`src/rtl/tpwm_pkg.sv`:
```
package tpwm_pkg;
   typedef enum logic [1:0] {
      A_DUTY  = 2'd0,
      A_CTRL  = 2'd1,
      A_SETUP = 2'd2,
      A_RATE  = 2'd3
   } tpwm_addr_e;
endpackage

```
`src/rtl/tpwm_rate.sv`:
```
module tpwm_rate #(
   parameter int RATE_W = 16
) (
   input  logic              clk,
   input  logic              rst_n,
   input  logic [RATE_W-1:0] rate,
   output logic              tick
);
   logic [RATE_W-1:0] acc;
   logic [RATE_W:0]   sum;

   assign sum = {1'b0, acc} + {1'b0, rate};

   always_ff @(posedge clk or negedge rst_n) begin
      if (!rst_n) begin
         acc  <= '0;
         tick <= 1'b0;
      end else begin
         acc  <= sum[RATE_W-1:0];
         tick <= sum[RATE_W];
      end
   end
endmodule

```
`src/rtl/tpwm_counter.sv`:
```
module tpwm_counter #(
   parameter int CNT_W  = 11,
   parameter int SAMP_W = 10
) (
   input  logic              clk,
   input  logic              rst_n,
   input  logic              tick,
   input  logic [SAMP_W-1:0] samp,
   output logic [CNT_W-2:0]  tri_val,
   output logic              strobe
);
   localparam int SHIFT = CNT_W - SAMP_W;

   logic [CNT_W-1:0] cnt;
   logic [CNT_W-1:0] samp_pos;

   generate
      if (SHIFT < 1) begin : g_bad_samp
         $error("tpwm_counter: SAMP_W must be below CNT_W");
      end
   endgenerate

   assign samp_pos = {samp, {SHIFT{1'b0}}};
   assign tri_val  = cnt[CNT_W-1] ? ~cnt[CNT_W-2:0] : cnt[CNT_W-2:0];

   always_ff @(posedge clk or negedge rst_n) begin
      if (!rst_n) begin
         cnt    <= '0;
         strobe <= 1'b0;
      end else begin
         strobe <= tick && (cnt == samp_pos);
         if (tick) cnt <= cnt + 1'b1;
      end
   end
endmodule

```
`src/rtl/tpwm_leg.sv`:
```
module tpwm_leg #(
   parameter int DUTY_W = 10,
   parameter int DEAD_W = 9
) (
   input  logic              clk,
   input  logic              rst_n,
   input  logic              run,
   input  logic              tick,
   input  logic [DUTY_W-1:0] tri_val,
   input  logic [DUTY_W-1:0] duty,
   input  logic [DEAD_W-1:0] dead,
   output logic              hi,
   output logic              lo
);
   logic            req;
   logic            cur;
   logic [DEAD_W:0] dt;

   assign req = tri_val < duty;

   always_ff @(posedge clk or negedge rst_n) begin
      if (!rst_n) begin
         hi  <= 1'b0;
         lo  <= 1'b0;
         cur <= 1'b0;
         dt  <= '0;
      end else if (!run) begin
         hi  <= 1'b0;
         lo  <= 1'b0;
         cur <= req;
         dt  <= {dead, 1'b0};
      end else if (req != cur) begin
         hi  <= 1'b0;
         lo  <= 1'b0;
         cur <= req;
         dt  <= {dead, 1'b0};
      end else if (dt != '0) begin
         if (tick) dt <= dt - 1'b1;
      end else begin
         hi <= cur;
         lo <= ~cur;
      end
   end
endmodule

```
`src/rtl/tpwm_top.sv`:
```
module tpwm_top #(
   parameter int PHASES   = 3,
   parameter int DUTY_W   = 10,
   parameter int CNT_W    = 11,
   parameter int RATE_W   = 16,
   parameter int DEAD_W   = 9,
   parameter int SAMP_W   = 10,
   parameter int POL_BIT  = 15,
   parameter int SAMP_LSB = 16,
   parameter int DATA_W   = 32
) (
   input  logic              clk,
   input  logic              rst_n,
   input  logic              wr_en,
   input  logic [1:0]        wr_addr,
   input  logic [DATA_W-1:0] wr_data,
   input  logic [1:0]        rd_addr,
   output logic [DATA_W-1:0] rd_data,
   input  logic              fault_in,
   output logic [PHASES-1:0] gate_hi,
   output logic [PHASES-1:0] gate_lo,
   output logic              amp_en,
   output logic              smp_strobe
);
   import tpwm_pkg::*;

   localparam int DUTY_BITS = PHASES * DUTY_W;

   generate
      if (DUTY_W != CNT_W - 1) begin : g_bad_duty
         $error("tpwm_top: DUTY_W must equal CNT_W-1");
      end
      if (DUTY_BITS > DATA_W || RATE_W > DATA_W) begin : g_bad_width
         $error("tpwm_top: register field wider than data word");
      end
      if (DEAD_W > POL_BIT || POL_BIT >= SAMP_LSB || SAMP_LSB + SAMP_W > DATA_W) begin : g_bad_setup
         $error("tpwm_top: setup fields overlap");
      end
   endgenerate

   logic [DUTY_BITS-1:0] duty_q;
   logic [DEAD_W-1:0]    dead_q;
   logic                 pol_q;
   logic [SAMP_W-1:0]    samp_q;
   logic [RATE_W-1:0]    rate_q;
   logic                 en_q;
   logic                 fault_q;
   logic                 tick_w;
   logic [DUTY_W-1:0]    tri_w;
   logic                 wr_unused;
   tpwm_addr_e           wa;

   assign wr_unused = ^wr_data;
   assign wa        = tpwm_addr_e'(wr_addr);
   assign amp_en    = en_q & ~fault_q;

   always_ff @(posedge clk or negedge rst_n) begin
      if (!rst_n) begin
         duty_q  <= '0;
         dead_q  <= '0;
         pol_q   <= 1'b0;
         samp_q  <= '0;
         rate_q  <= '0;
         en_q    <= 1'b0;
         fault_q <= 1'b0;
      end else begin
         fault_q <= pol_q ? fault_in : ~fault_in;
         if (wr_en && wa == A_CTRL) en_q <= wr_data[0] & ~fault_q;
         else if (fault_q)          en_q <= 1'b0;
         if (wr_en && wa == A_DUTY) duty_q <= wr_data[DUTY_BITS-1:0];
         if (wr_en && wa == A_RATE) rate_q <= wr_data[RATE_W-1:0];
         if (wr_en && wa == A_SETUP) begin
            dead_q <= wr_data[DEAD_W-1:0];
            pol_q  <= wr_data[POL_BIT];
            samp_q <= wr_data[SAMP_LSB +: SAMP_W];
         end
      end
   end

   always_comb begin
      rd_data = '0;
      case (tpwm_addr_e'(rd_addr))
         A_DUTY:  rd_data[DUTY_BITS-1:0] = duty_q;
         A_CTRL:  rd_data[1:0] = {fault_q, en_q};
         A_SETUP: begin
            rd_data[DEAD_W-1:0]          = dead_q;
            rd_data[POL_BIT]             = pol_q;
            rd_data[SAMP_LSB +: SAMP_W]  = samp_q;
         end
         default: rd_data[RATE_W-1:0] = rate_q;
      endcase
   end

   tpwm_rate #(.RATE_W(RATE_W)) u_rate (
      .clk(clk), .rst_n(rst_n), .rate(rate_q), .tick(tick_w)
   );

   tpwm_counter #(.CNT_W(CNT_W), .SAMP_W(SAMP_W)) u_cnt (
      .clk(clk), .rst_n(rst_n), .tick(tick_w), .samp(samp_q),
      .tri_val(tri_w), .strobe(smp_strobe)
   );

   generate
      for (genvar p = 0; p < PHASES; p++) begin : g_leg
         tpwm_leg #(.DUTY_W(DUTY_W), .DEAD_W(DEAD_W)) u_leg (
            .clk(clk), .rst_n(rst_n), .run(amp_en), .tick(tick_w),
            .tri_val(tri_w), .duty(duty_q[p*DUTY_W +: DUTY_W]),
            .dead(dead_q), .hi(gate_hi[p]), .lo(gate_lo[p])
         );
      end
   endgenerate
endmodule

```
`config.mk`:
```
export PLATFORM = sky130hd
export DESIGN_NAME = tpwm_top
export DESIGN_NICKNAME = d
export VERILOG_FILES = /design/src/rtl/tpwm_pkg.sv /design/src/rtl/tpwm_rate.sv /design/src/rtl/tpwm_counter.sv /design/src/rtl/tpwm_leg.sv /design/src/rtl/tpwm_top.sv
export SDC_FILE = /design/constraint.sdc
export NUM_CORES = 1
export LEC_CHECK = 0
export ABC_AREA = 1
export BUFFER_PORTS_ARGS = -buffer_cell sky130_fd_sc_hd__buf_4
export CAP_MARGIN = 20
export CORE_MARGIN = 4
export CORE_UTILIZATION = 45
export CTS_BUF_LIST = sky130_fd_sc_hd__clkbuf_2
export DETAILED_ROUTE_END_ITERATION = 10
export PLACE_DENSITY = 0.61
export SYNTH_ARGS = -nofsm -noshare
export SYNTH_HDL_FRONTEND = slang
export SYNTH_HIERARCHICAL = 1
export SYNTH_SLANG_ARGS = --single-unit
```
`constraint.sdc`:
```
create_clock -name clk -period 3.8 [get_ports clk]
set_clock_uncertainty 0.1 [all_clocks]
set_input_delay 0.76 -clock clk [delete_from_list [all_inputs] [get_ports clk]]
set_output_delay 0.76 -clock clk [all_outputs]
set_load 0.005 [all_outputs]
```
==> results.yml, run 1 <==
setup_path:
  worst_setup_path_start_kind: "register"
  worst_r2r_path_depth: 14
  rr_startpoint: "u_cnt/cnt[10]$_DFFE_PN0P_"
  path_delay_family: "simple AND/OR/NAND/NOR gates"
  reg2reg_setup_slack_ns: 0.48
  crit_path_max_incr_delay_ns: 0.77
  worst-endpoint-required_ns: 4.39
  slowest_stage: "sky130_fd_sc_hd__dfrtp_1"
  rr_endpoint: "g_leg[1].u_leg/dt[8]$_DFFE_PN0P_"
  timing.critical_path.arrival_ns: 3.90
  crit_fanout: 17
  crit_path_cell_trace: "xor2_1 > ha_1 > nand2_1 > inv_1 > nor2_1 > o21a_1 > nand3_1 > ha_1 > nor2_4 > buf_12 > nand3_1 > nor3_1 > nand2_2 > nand3_2"
  number_of_cells_on_the_critical_path: 14
  worst_path_buf_inv: 2
  setup.worst_path.end_class: "register"
  timing.setup.critical_path_class: "reg -> reg"
detailed_routing:
  dr_total_vias: 7565
  initialDrtViolationCount: 580
  drtPass1Iterations: 6
  drcViolationCount: 0
  totalWireLength_um: 21740
  routed_wire_length_per_instance_um: 13.94
  antenna_violating_nets_post_route: 0
  vias_per_cell: 4.852
die:
  die_area_um2: 22270
  row_count: 51
  design.core.area_um2: 19530
  dieHeight_um: 149.2
  ios: 80
  start_util: 0.4596
  floorplan.die.width_um: 149.2
synth:
  synth_area_per_cell_um2: 7.460
  synth_area_leaders: "sky130_fd_sc_hd__dfrtp_1 (38%), sky130_fd_sc_hd__nand2_1 (16%), sky130_fd_sc_hd__ha_1 (7.8%), sky130_fd_sc_hd__inv_1 (7.1%), sky130_fd_sc_hd__nand3_1 (4.6%)"
  ys_ff_latch: 136
  postSynth.topFlopCell: "sky130_fd_sc_hd__dfrtp_1"
  yosysSeqAreaShare: 0.3792
  synth_top_area_cell: "sky130_fd_sc_hd__dfrtp_1"
  ys_warn_count: 6
  postSynthCellCount: 1203
  synth_top_cell_area_share: 0.3792
  yosysUniqueCellTypes: 38
  synth_edf_count: 0
  post_synth_instance_area_um2: 8975
  async_flop_share: 1.000
clock_tree:
  cts_post_setup_buffers_inserted: 0
  maximum_clock_path_buffer_count: 2
  cts_hold_buffers: 1
  path_clk_slew_ns: 0.25
  clk_latency_ns: 0.75
  cts_htree_levels: 4
  clockRootBuffer: "sky130_fd_sc_hd__clkbuf_2"
  cts_repair_resize_count: 0
  tritoncts_clock_tree: "built"
  cts_inserted_buffers: 17
  cts_num_sinks: 136
placement:
  place_hpwl_um: 16050
  dp_worst_setup_slack_ns: 0.5318
  place_inst: 1525
  gp_routability_congestion: 0.8413
  numPortBuffers: 75
  post_dp_cell_area_um2: 9779
pwr:
  post-layout-total-power_mw: 5.235
  static-leakage-power_nw: 5.505
  power-per-cell-area_nw_per_um2: 519.7
  worst_ir_drop_vdd_v: 0.0002696
hold_path:
  hold_start: "fault_in"
  worst_hold_path.num_cells: 2
  hold-path-endpoint: "fault_q$_DFF_PN0_"
  path_class_of_the_lowest_slack_min_delay_path: "in -> reg"
timing:
  grt_setup_unrepaired: "no"
  worst_pin_slew_ns: 0.8264
  finalCritPeriodShare: 0.8732
  clock.fmax_mhz: 301.4
  finalSetupViolCount: 0
  slew-limit-headroom: 0.4491
  final_critical_path_setup_slack_ns: 0.4818
  report.final.hold_viol_count: 0
  whs_ns: 0.09692
  period_needed_ns: 3.318
  fin_tns_setup_ns: 0
  timing_max_transition_violations_final: 0
global_route:
  met2_usage: 0.3297
  global_route.usage.met3: 0.03494
  number_of_global_route_vias_before_repair: 7183
  grt_overflow: 0
  first_pass_grt_wire_length_um: 36430
  grt_max_degree: 65
  grt_antenna_before_repair: 1
  groute.layer.met1.usage: 0.2905
  groute.usage.overall: 0.2063
  grt-busiest-layer: "met2"
finish:
  fin_area_um2: 10070
  layout.cells.non_filler: 1559
  synthToLayoutAreaGrowth_pct: 12.25
  nFillCells: 1973
  final-seq-area_um2: 3403
  multiInputGateArea_um2: 4611
  fin_nets: 1377
  fin_util: 0.5160
  post_route_cells_drive_above_1_share: 0.1756
status:
  outcome: "finished clean"
run:
  max_capacitance_violation_total: 0
-- power breakdown --
group / leakage [nW] / switching [mW] / internal (mW)
Combinational: 3.64 / 1.28 / 0.833
Clock: 0.165 / 0.602 / 0.437
Sequential: 1.70 / 0.330 / 1.75
Total: 5.50 / 2.21 / 3.02
-- cell usage after synthesis (4+ instances only) --
| library cell | instances |
|---|---|
| sky130_fd_sc_hd__nand3_1 | 83 |
| sky130_fd_sc_hd__nor2_1 | 59 |
| sky130_fd_sc_hd__nand4_1 | 14 |
| sky130_fd_sc_hd__o21ai_1 | 66 |
| sky130_fd_sc_hd__nand3_2 | 16 |
| sky130_fd_sc_hd__nor2_4 | 8 |
| sky130_fd_sc_hd__inv_2 | 24 |
| sky130_fd_sc_hd__nand2_4 | 9 |
| sky130_fd_sc_hd__o21ai_0 | 27 |
| sky130_fd_sc_hd__buf_2 | 14 |
| sky130_fd_sc_hd__nor3_1 | 12 |
| sky130_fd_sc_hd__nor2_2 | 4 |
| sky130_fd_sc_hd__ha_1 | 56 |
| sky130_fd_sc_hd__inv_1 | 169 |
| sky130_fd_sc_hd__xnor2_1 | 5 |
| sky130_fd_sc_hd__buf_4 | 10 |
| sky130_fd_sc_hd__nand2_2 | 12 |
| sky130_fd_sc_hd__dfrtp_1 | 136 |
| sky130_fd_sc_hd__or2_2 | 10 |
| sky130_fd_sc_hd__nand2_1 | 383 |
| sky130_fd_sc_hd__o21ai_2 | 12 |
| sky130_fd_sc_hd__xor2_1 | 23 |
| sky130_fd_sc_hd__nor3_4 | 4 |
| sky130_fd_sc_hd__a21oi_1 | 16 |
| sky130_fd_sc_hd__buf_6 | 8 |
-- cell families (layout without fill, tap and decap cells) --
group	count (synthesis)	in the layout	share of synthesized area
AOI/OAI and AO/OA	129	129	0.07891
xor gates and xnor gates	28	28	0.02732
adders and majority gates	57	57	0.08030
buffers and inverters	226	315	0.1075
DFF	136	136	0.3792
other	1	3	0.0004178
and+or+nand+nor	626	626	0.3264
-- cell type report --
class                   instances  share of cell area
clock inverters                15             0.01962
well taps                     265             0.03291
inverters                     193             0.07191
diodes                          1           0.0002484
clock buffers                  17            0.008445
multi-input cells             842              0.4576
repair buffers                 90             0.07141
flip-flops and latches        136              0.3378
-- layout by cell type (no fill, tap or decap), drive strengths merged --
cell type / netlist / routed
nand2: 404 / 404
inv: 193 / 197
dfrtp: 136 / 136
o21ai: 105 / 105
nand3: 102 / 102
buf: 32 / 89
nor2: 71 / 71
ha: 56 / 56
xor2: 23 / 23
nor3: 19 / 19
clkbuf: 1 / 17
a21oi: 17 / 17
nand4: 14 / 14
or2: 13 / 13
clkinv: 0 / 6
xnor2: 5 / 5
bufinv: 0 / 4
o21a: 3 / 3
a31oi: 3 / 3
conb: 1 / 2
nand3b: 2 / 2
diode: 0 / 1
clkinvlp: 0 / 1
dlygate4sd3: 0 / 1
and2: 1 / 1
o21bai: 1 / 1
fa: 1 / 1
-- layer usage --
layer / share of wire / vias to the layer above
met2: 0.46 / 152
met4: 0.015 / 0
met1: 0.48 / 3448
li1: - / 3941
met5: 0 / -
met3: 0.043 / 24
-- flip-flops by register name, summed over array words and instances, names as in the netlist --
name and flops:
duty_q 30, g_leg.u_leg/hi 3, u_cnt/strobe 1, dead_q 9, rate_q 16, samp_q 10, g_leg.u_leg/dt 30, u_rate/tick 1
en_q 1, pol_q 1, u_rate/acc 16, u_cnt/cnt 11, g_leg.u_leg/cur 3, fault_q 1, g_leg.u_leg/lo 3
-- worst max-delay path by stage --
stage,startpoint,end,slack [ns]
2_1_floorplan,u_cnt/cnt[10]$_DFFE_PN0P_,g_leg[1].u_leg/dt[8]$_DFFE_PN0P_,1.08
3_3_place_gp,u_cnt/cnt[10]$_DFFE_PN0P_,g_leg[1].u_leg/dt[8]$_DFFE_PN0P_,0.55
3_5_place_dp,u_cnt/cnt[10]$_DFFE_PN0P_,g_leg[2].u_leg/dt[4]$_DFFE_PN0P_,0.53
4_1_cts,u_cnt/cnt[10]$_DFFE_PN0P_,g_leg[2].u_leg/dt[4]$_DFFE_PN0P_,0.44
5_1_grt,u_cnt/cnt[10]$_DFFE_PN0P_,g_leg[2].u_leg/dt[4]$_DFFE_PN0P_,0.19
6_report,u_cnt/cnt[10]$_DFFE_PN0P_,g_leg[1].u_leg/dt[8]$_DFFE_PN0P_,0.48
Note: power is estimated with default switching activity, not from simulation.
==> run 2: changes to the inputs <==
--- a/config.mk
+++ b/config.mk
@@ -8,11 +8,13 @@
 export ABC_AREA = 1
 export BUFFER_PORTS_ARGS = -buffer_cell sky130_fd_sc_hd__buf_4
 export CAP_MARGIN = 20
+export CELL_PAD_IN_SITES_DETAIL_PLACEMENT = 1
+export CELL_PAD_IN_SITES_GLOBAL_PLACEMENT = 1
 export CORE_MARGIN = 4
 export CORE_UTILIZATION = 45
 export CTS_BUF_LIST = sky130_fd_sc_hd__clkbuf_2
 export DETAILED_ROUTE_END_ITERATION = 10
-export PLACE_DENSITY = 0.61
+export PLACE_DENSITY = 0.8
 export SYNTH_ARGS = -nofsm -noshare
 export SYNTH_HDL_FRONTEND = slang
 export SYNTH_HIERARCHICAL = 1
==> run 2 against run 1 <==
Net effect: largest power group unchanged; sequential power hardly changed; power grew 1.3%; cell count is the same; setup slack worse by 0.045 ns; combinational power is 5% higher; via count grew 4.7%; fmax is 1.3% lower; flip-flop and latch count stayed put.
==> results.yml, run 2 (synthesized netlist as in run 1, its figures left out) <==
clock_tree:
  maximum_clock_path_buffer_count: 2
  path_clk_slew_ns: 0.24
  tritoncts_clock_tree: "built"
  cts_post_setup_buffers_inserted: 0
  clockRootBuffer: "sky130_fd_sc_hd__clkbuf_2"
  cts_htree_levels: 4
  cts_num_sinks: 136
  cts_inserted_buffers: 17
  clk_latency_ns: 0.74
timing:
  timing_max_transition_violations_final: 0
  report.final.hold_viol_count: 0
  whs_ns: 0.1280
  final_critical_path_setup_slack_ns: 0.4366
  slew-limit-headroom: 0.4551
  clock.fmax_mhz: 297.3
  grt_setup_unrepaired: "no"
  finalCritPeriodShare: 0.8851
  fin_tns_setup_ns: 0
  period_needed_ns: 3.363
  worst_pin_slew_ns: 0.8173
  finalSetupViolCount: 0
placement:
  gp_routability_congestion: 0.8403
  numPortBuffers: 75
  dp_worst_setup_slack_ns: 0.3776
  place_inst: 1525
  place_hpwl_um: 18800
setup_path:
  timing.critical_path.arrival_ns: 3.92
  crit_fanout: 16
  worst-endpoint-required_ns: 4.36
  crit_path_max_incr_delay_ns: 0.63
  slowest_stage: "sky130_fd_sc_hd__dfrtp_2"
  crit_path_cell_trace: "xor2_1 > ha_1 > a21oi_1 > o21ai_0 > nand2_1 > nand3_1 > ha_1 > nor2_4 > inv_2 > o21ai_0 > nand2_1 > o21ai_2"
  worst_setup_path_start_kind: "register"
  timing.setup.critical_path_class: "reg -> reg"
  setup.worst_path.end_class: "register"
  reg2reg_setup_slack_ns: 0.44
finish:
  nFillCells: 2581
  mostFrequentLayoutCell: "sky130_fd_sc_hd__nand2_1"
  post_route_cells_drive_above_1_share: 0.1779
  top_regs: "duty_q: 30 flops, g_leg.u_leg/dt: 30 flops"
  fin_nets: 1377
  synthToLayoutAreaGrowth_pct: 11.93
  layout.cells.non_filler: 1559
  mostFrequentLayoutCells: "sky130_fd_sc_hd__nand2_1 (383), sky130_fd_sc_hd__inv_1 (169), sky130_fd_sc_hd__dfrtp_1 (135), sky130_fd_sc_hd__buf_4 (87), sky130_fd_sc_hd__nand3_1 (83)"
global_route:
  grt_antenna_before_repair: 1
  grt_overflow: 0
  number_of_global_route_vias_before_repair: 8192
  groute.usage.overall: 0.2326
  grt_max_degree: 83
  first_pass_grt_wire_length_um: 41080
detailed_routing:
  vias_per_cell: 5.080
  routed_wire_length_per_instance_um: 15.81
  dr_total_vias: 7919
  drcViolationCount: 0
  initialDrtViolationCount: 410
  antenna_violating_nets_post_route: 0
  drtPass1Iterations: 4
  totalWireLength_um: 24640
status:
  outcome: "finished clean"
die:
  die_area_um2: 22270
  floorplan.die.width_um: 149.2
  row_count: 51
  start_util: 0.4596
  design.core.area_um2: 19530
  dieHeight_um: 149.2
  ios: 80
pwr:
  combinational_fraction_of_design_power: 0.419
  swShare: 0.4380
  clock_group_share_of_total_power: 0.190
  netSwitchingPower_mw: 2.322
  static-leakage-power_nw: 5.496
  worst_ir_drop_vdd_v: 0.0003084
  internal_power_mw: 2.979
  pwr-share-seq: 0.391
  power-per-cell-area_nw_per_um2: 527.7
hold_path:
  path_class_of_the_lowest_slack_min_delay_path: "in -> reg"
run:
  max_capacitance_violation_total: 0
## run 2: cell count changes in the layout (fill, tap and decap cells not counted), sizes merged
| cell | previous run | this run |
|---|---|---|
| inv | 197 | 198 |
| bufinv | 4 | 3 |
## run 2: layout make-up
class / count / area [um2] / share of cell area
clock buffers: 17 / 85.08 / 0.008469
clock inverters: 15 / 192.7 / 0.01918
diodes: 1 / 2.502 / 0.0002491
well taps: 265 / 331.6 / 0.03301
inverters: 193 / 724.4 / 0.07211
flip-flops and latches: 136 / 3405 / 0.3389
repair buffers: 90 / 694.4 / 0.06912
multi-input cells: 842 / 4611 / 0.4590
## run 2: timing repair
item | in CTS | in global routing
gates resized for setup | 0 | 1
endpoints found under the setup margin | 0 | 1
endpoints found under the hold margin | 81 | 0
hold buffers | 1 | 0
## run 2: metrics by stage
stage / util / power [mW] / area, um2
final: 0.5145 / 5.302 / 10050
after CTS: 0.5143 / 5.360 / 10040
after global routing: 0.5145 / 5.786 / 10050
after global placement: 0.4996 / 4.212 / 9754
after floorplan: - / 3.634 / 8979
after detailed placement: 0.4996 / 4.331 / 9754
## run 2: final timing paths
check | from | cells past startpoint | endpoint
min | fault_in | 2 | fault_q$_DFF_PN0_
max in group asynchronous | rst_n | 3 | rate_q[2]$_DFFE_PN0P_
max reg2reg | u_cnt/cnt[10]$_DFFE_PN0P_ | 12 | g_leg[1].u_leg/dt[1]$_DFFE_PN0P_
max | u_cnt/cnt[10]$_DFFE_PN0P_ | 12 | g_leg[1].u_leg/dt[1]$_DFFE_PN0P_
min in group asynchronous | rst_n | 2 | g_leg[2].u_leg/dt[4]$_DFFE_PN0P_
min reg2reg | u_rate/acc[0]$_DFF_PN0_ | 1 | u_rate/acc[0]$_DFF_PN0_
## run 2: metal layers
layer  global-route usage  wire [um]  vias to the layer above
met5                    0          0                        -
met4              0.05172        312                        0
met3              0.04193        791                       22
met2               0.4021      12050                      108
met1               0.3053      11480                     3865
li1                     -          -                     3924
## run 2: worst max-delay path, delay by kind of cell (launching register included)
kind | cells | cell delay (ns)
adder cells (fa/ha/maj) | 2 | 0.71
AND/OR/NAND/NOR | 4 | 0.68
flip-flops | 1 | 0.63
AO/OA/AOI/OAI | 4 | 0.51
XOR/XNOR | 1 | 0.46
buffers and inverters | 1 | 0.17
## run 2: power by group through the flow
stage          clock network [mW]  registers [mW]  logic (mW)
4_1_cts                      1.04            2.08        2.24
5_1_grt                      1.11            2.12        2.56
6_report                     1.01            2.07        2.22
3_3_place_gp                    0            2.09        2.12
3_5_place_dp                    0            2.10        2.23
2_1_floorplan                   0            1.99        1.64
==> run 3: changes to the inputs <==
--- a/config.mk
+++ b/config.mk
@@ -11,10 +11,10 @@
 export CELL_PAD_IN_SITES_DETAIL_PLACEMENT = 1
 export CELL_PAD_IN_SITES_GLOBAL_PLACEMENT = 1
 export CORE_MARGIN = 4
-export CORE_UTILIZATION = 45
+export CORE_UTILIZATION = 46
 export CTS_BUF_LIST = sky130_fd_sc_hd__clkbuf_2
 export DETAILED_ROUTE_END_ITERATION = 10
-export PLACE_DENSITY = 0.8
+export PLACE_DENSITY = 0.81
 export SYNTH_ARGS = -nofsm -noshare
 export SYNTH_HDL_FRONTEND = slang
 export SYNTH_HIERARCHICAL = 1
==> run 3 against run 2 <==
Net effect: via count grew 1.4%; power up 0.38%; clock power is essentially flat; worst hold slack improved by 0.013 ns; count of clock-buffer cells in the layout is 1 higher; largest cell class unchanged; flip-flop and latch count stayed put; final area decreased by 0.16%.
==> results.yml, run 3 (synthesized netlist as in run 1, its figures left out) <==
finish:
  mostFrequentLayoutCells: "sky130_fd_sc_hd__nand2_1 (383), sky130_fd_sc_hd__inv_1 (169), sky130_fd_sc_hd__dfrtp_1 (136), sky130_fd_sc_hd__buf_4 (85), sky130_fd_sc_hd__nand3_1 (83)"
  post_route_cells_drive_above_1_share: 0.1741
  mostFrequentLayoutCell: "sky130_fd_sc_hd__nand2_1"
  fin_nets: 1376
  top_regs: "duty_q: 30 flops, g_leg.u_leg/dt: 30 flops"
  synthToLayoutAreaGrowth_pct: 11.75
  fin_area_um2: 10030
pwr:
  static-leakage-power_nw: 5.480
  power-per-cell-area_nw_per_um2: 530.6
  worst_ir_drop_vdd_v: 0.0002507
  post-layout-total-power_mw: 5.322
global_route:
  groute.usage.overall: 0.2425
  groute.layer.met1.usage: 0.3260
  grt_max_degree: 76
  grt-busiest-layer: "met2"
  met2_usage: 0.4104
  number_of_global_route_vias_before_repair: 8240
  global_route.usage.met3: 0.03863
  grt_antenna_before_repair: 1
  grt_overflow: 0
  first_pass_grt_wire_length_um: 42230
timing:
  worst_pin_slew_ns: 0.8872
  report.final.hold_viol_count: 0
  finalCritPeriodShare: 0.9297
  period_needed_ns: 3.533
  clock.fmax_mhz: 283.0
  fin_tns_setup_ns: 0
  finalSetupViolCount: 0
  slew-limit-headroom: 0.4085
  grt_setup_unrepaired: "no"
  timing_max_transition_violations_final: 0
detailed_routing:
  initialDrtViolationCount: 361
  drcViolationCount: 0
  totalWireLength_um: 25550
  dr_total_vias: 8026
  routed_wire_length_per_instance_um: 16.44
  antenna_violating_nets_post_route: 0
  drtPass1Iterations: 5
  vias_per_cell: 5.165
die:
  row_count: 50
  floorplan.die.width_um: 147.7
  die_area_um2: 21810
  dieHeight_um: 147.7
  ios: 80
  design.core.area_um2: 18960
  start_util: 0.4735
hold_path:
  path_class_of_the_lowest_slack_min_delay_path: "in -> reg"
  hold_start: "wr_data[29]"
  hold-path-endpoint: "duty_q[29]$_DFFE_PN0P_"
  worst_hold_path.num_cells: 3
clock_tree:
  tritoncts_clock_tree: "built"
  cts_repair_resize_count: 0
  cts_hold_buffers: 1
  cts_num_sinks: 136
  maximum_clock_path_buffer_count: 2
  cts_inserted_buffers: 17
  clk_latency_ns: 0.75
  path_clk_slew_ns: 0.21
  cts_post_setup_buffers_inserted: 0
  clockRootBuffer: "sky130_fd_sc_hd__clkbuf_2"
  cts_htree_levels: 4
setup_path:
  setup.worst_path.end_class: "register"
  worst_r2r_path_depth: 13
  timing.setup.critical_path_class: "reg -> reg"
  rr_startpoint: "u_cnt/cnt[10]$_DFFE_PN0P_"
  worst-endpoint-required_ns: 4.37
  crit_path_max_incr_delay_ns: 0.76
  worst_setup_path_start_kind: "register"
  crit_fanout: 14
  path_delay_family: "flip-flops"
  reg2reg_setup_slack_ns: 0.27
  timing.critical_path.arrival_ns: 4.11
  slowest_stage: "sky130_fd_sc_hd__dfrtp_1"
  worst_path_buf_inv: 1
  rr_endpoint: "g_leg[1].u_leg/dt[4]$_DFFE_PN0P_"
  crit_path_cell_trace: "xor2_1 > ha_1 > a21oi_1 > o21ai_0 > nand2_1 > nand3_1 > ha_1 > nor2_4 > buf_4 > nor2_1 > a31oi_1 > nand2_1 > o21ai_2"
status:
  outcome: "finished clean"
placement:
  post_dp_cell_area_um2: 9733
  place_hpwl_um: 19290
  numPortBuffers: 75
  gp_routability_congestion: 0.8262
run:
  max_capacitance_violation_total: 0
## run 3: cell count changes in the layout (fill, tap and decap cells not counted), moves of 2 or more
cell                         delta
sky130_fd_sc_hd__buf_4          -2
sky130_fd_sc_hd__clkinv_1       +2
sky130_fd_sc_hd__clkinv_2       +2
sky130_fd_sc_hd__clkinv_4       -4
sky130_fd_sc_hd__clkinvlp_4     +3
sky130_fd_sc_hd__inv_6          -4
## run 3: power breakdown
group          internal (mW)  switching [mW]
Combinational          0.839            1.38
Sequential              1.75           0.342
Clock                  0.427           0.579
## run 3: worst min-delay path: stages
cell and delay, ns:
sky130_fd_sc_hd__buf_4 0.10, sky130_fd_sc_hd__inv_1 0.04, sky130_fd_sc_hd__o21ai_1 0.06
## run 3: how the worst max path moves through the flow
stage	from	to	cells past startpoint	slack [ns]
3_3_place_gp	u_cnt/cnt[10]$_DFFE_PN0P_	g_leg[2].u_leg/dt[4]$_DFFE_PN0P_	13	0.50
5_1_grt	u_cnt/cnt[10]$_DFFE_PN0P_	g_leg[1].u_leg/dt[4]$_DFFE_PN0P_	13	0.01
2_1_floorplan	u_cnt/cnt[10]$_DFFE_PN0P_	g_leg[1].u_leg/dt[8]$_DFFE_PN0P_	15	1.08
6_report	u_cnt/cnt[10]$_DFFE_PN0P_	g_leg[1].u_leg/dt[4]$_DFFE_PN0P_	13	0.27
3_5_place_dp	u_cnt/cnt[10]$_DFFE_PN0P_	g_leg[1].u_leg/dt[4]$_DFFE_PN0P_	13	0.33
4_1_cts	u_cnt/cnt[10]$_DFFE_PN0P_	g_leg[1].u_leg/dt[4]$_DFFE_PN0P_	13	0.29
## run 3: area by class of cell
class | instances | area [um2]
inverters | 193 | 724.4
flip-flops and latches | 136 | 3403
fillers | 2480 | 8926
repair buffers | 89 | 689.4
clock inverters | 14 | 181.4
multi-input cells | 842 | 4611
clock buffers | 18 | 90.09
well taps | 260 | 325.3
diodes | 2 | 5.005
## run 3: metrics by stage
step | setup WS [ns] | hold WS [ns] | utilization | std cells
after floorplan | 1.078 | 0.3430 | - | 1204
after global placement | 0.4998 | 0.3536 | 0.5135 | 1518
after detailed placement | 0.3333 | 0.4050 | 0.5135 | 1518
after CTS | 0.2852 | 0.005329 | 0.5283 | 1551
after global routing | 0.01336 | 0.03837 | 0.5291 | 1554
final | 0.2670 | 0.1411 | 0.5291 | 1554
## run 3: routing by layer
layer  part of all wire  vias up
met5                  0        -
met4              0.011        0
met3              0.035       24
met2               0.49      131
met1               0.47     3942
li1                   -     3929
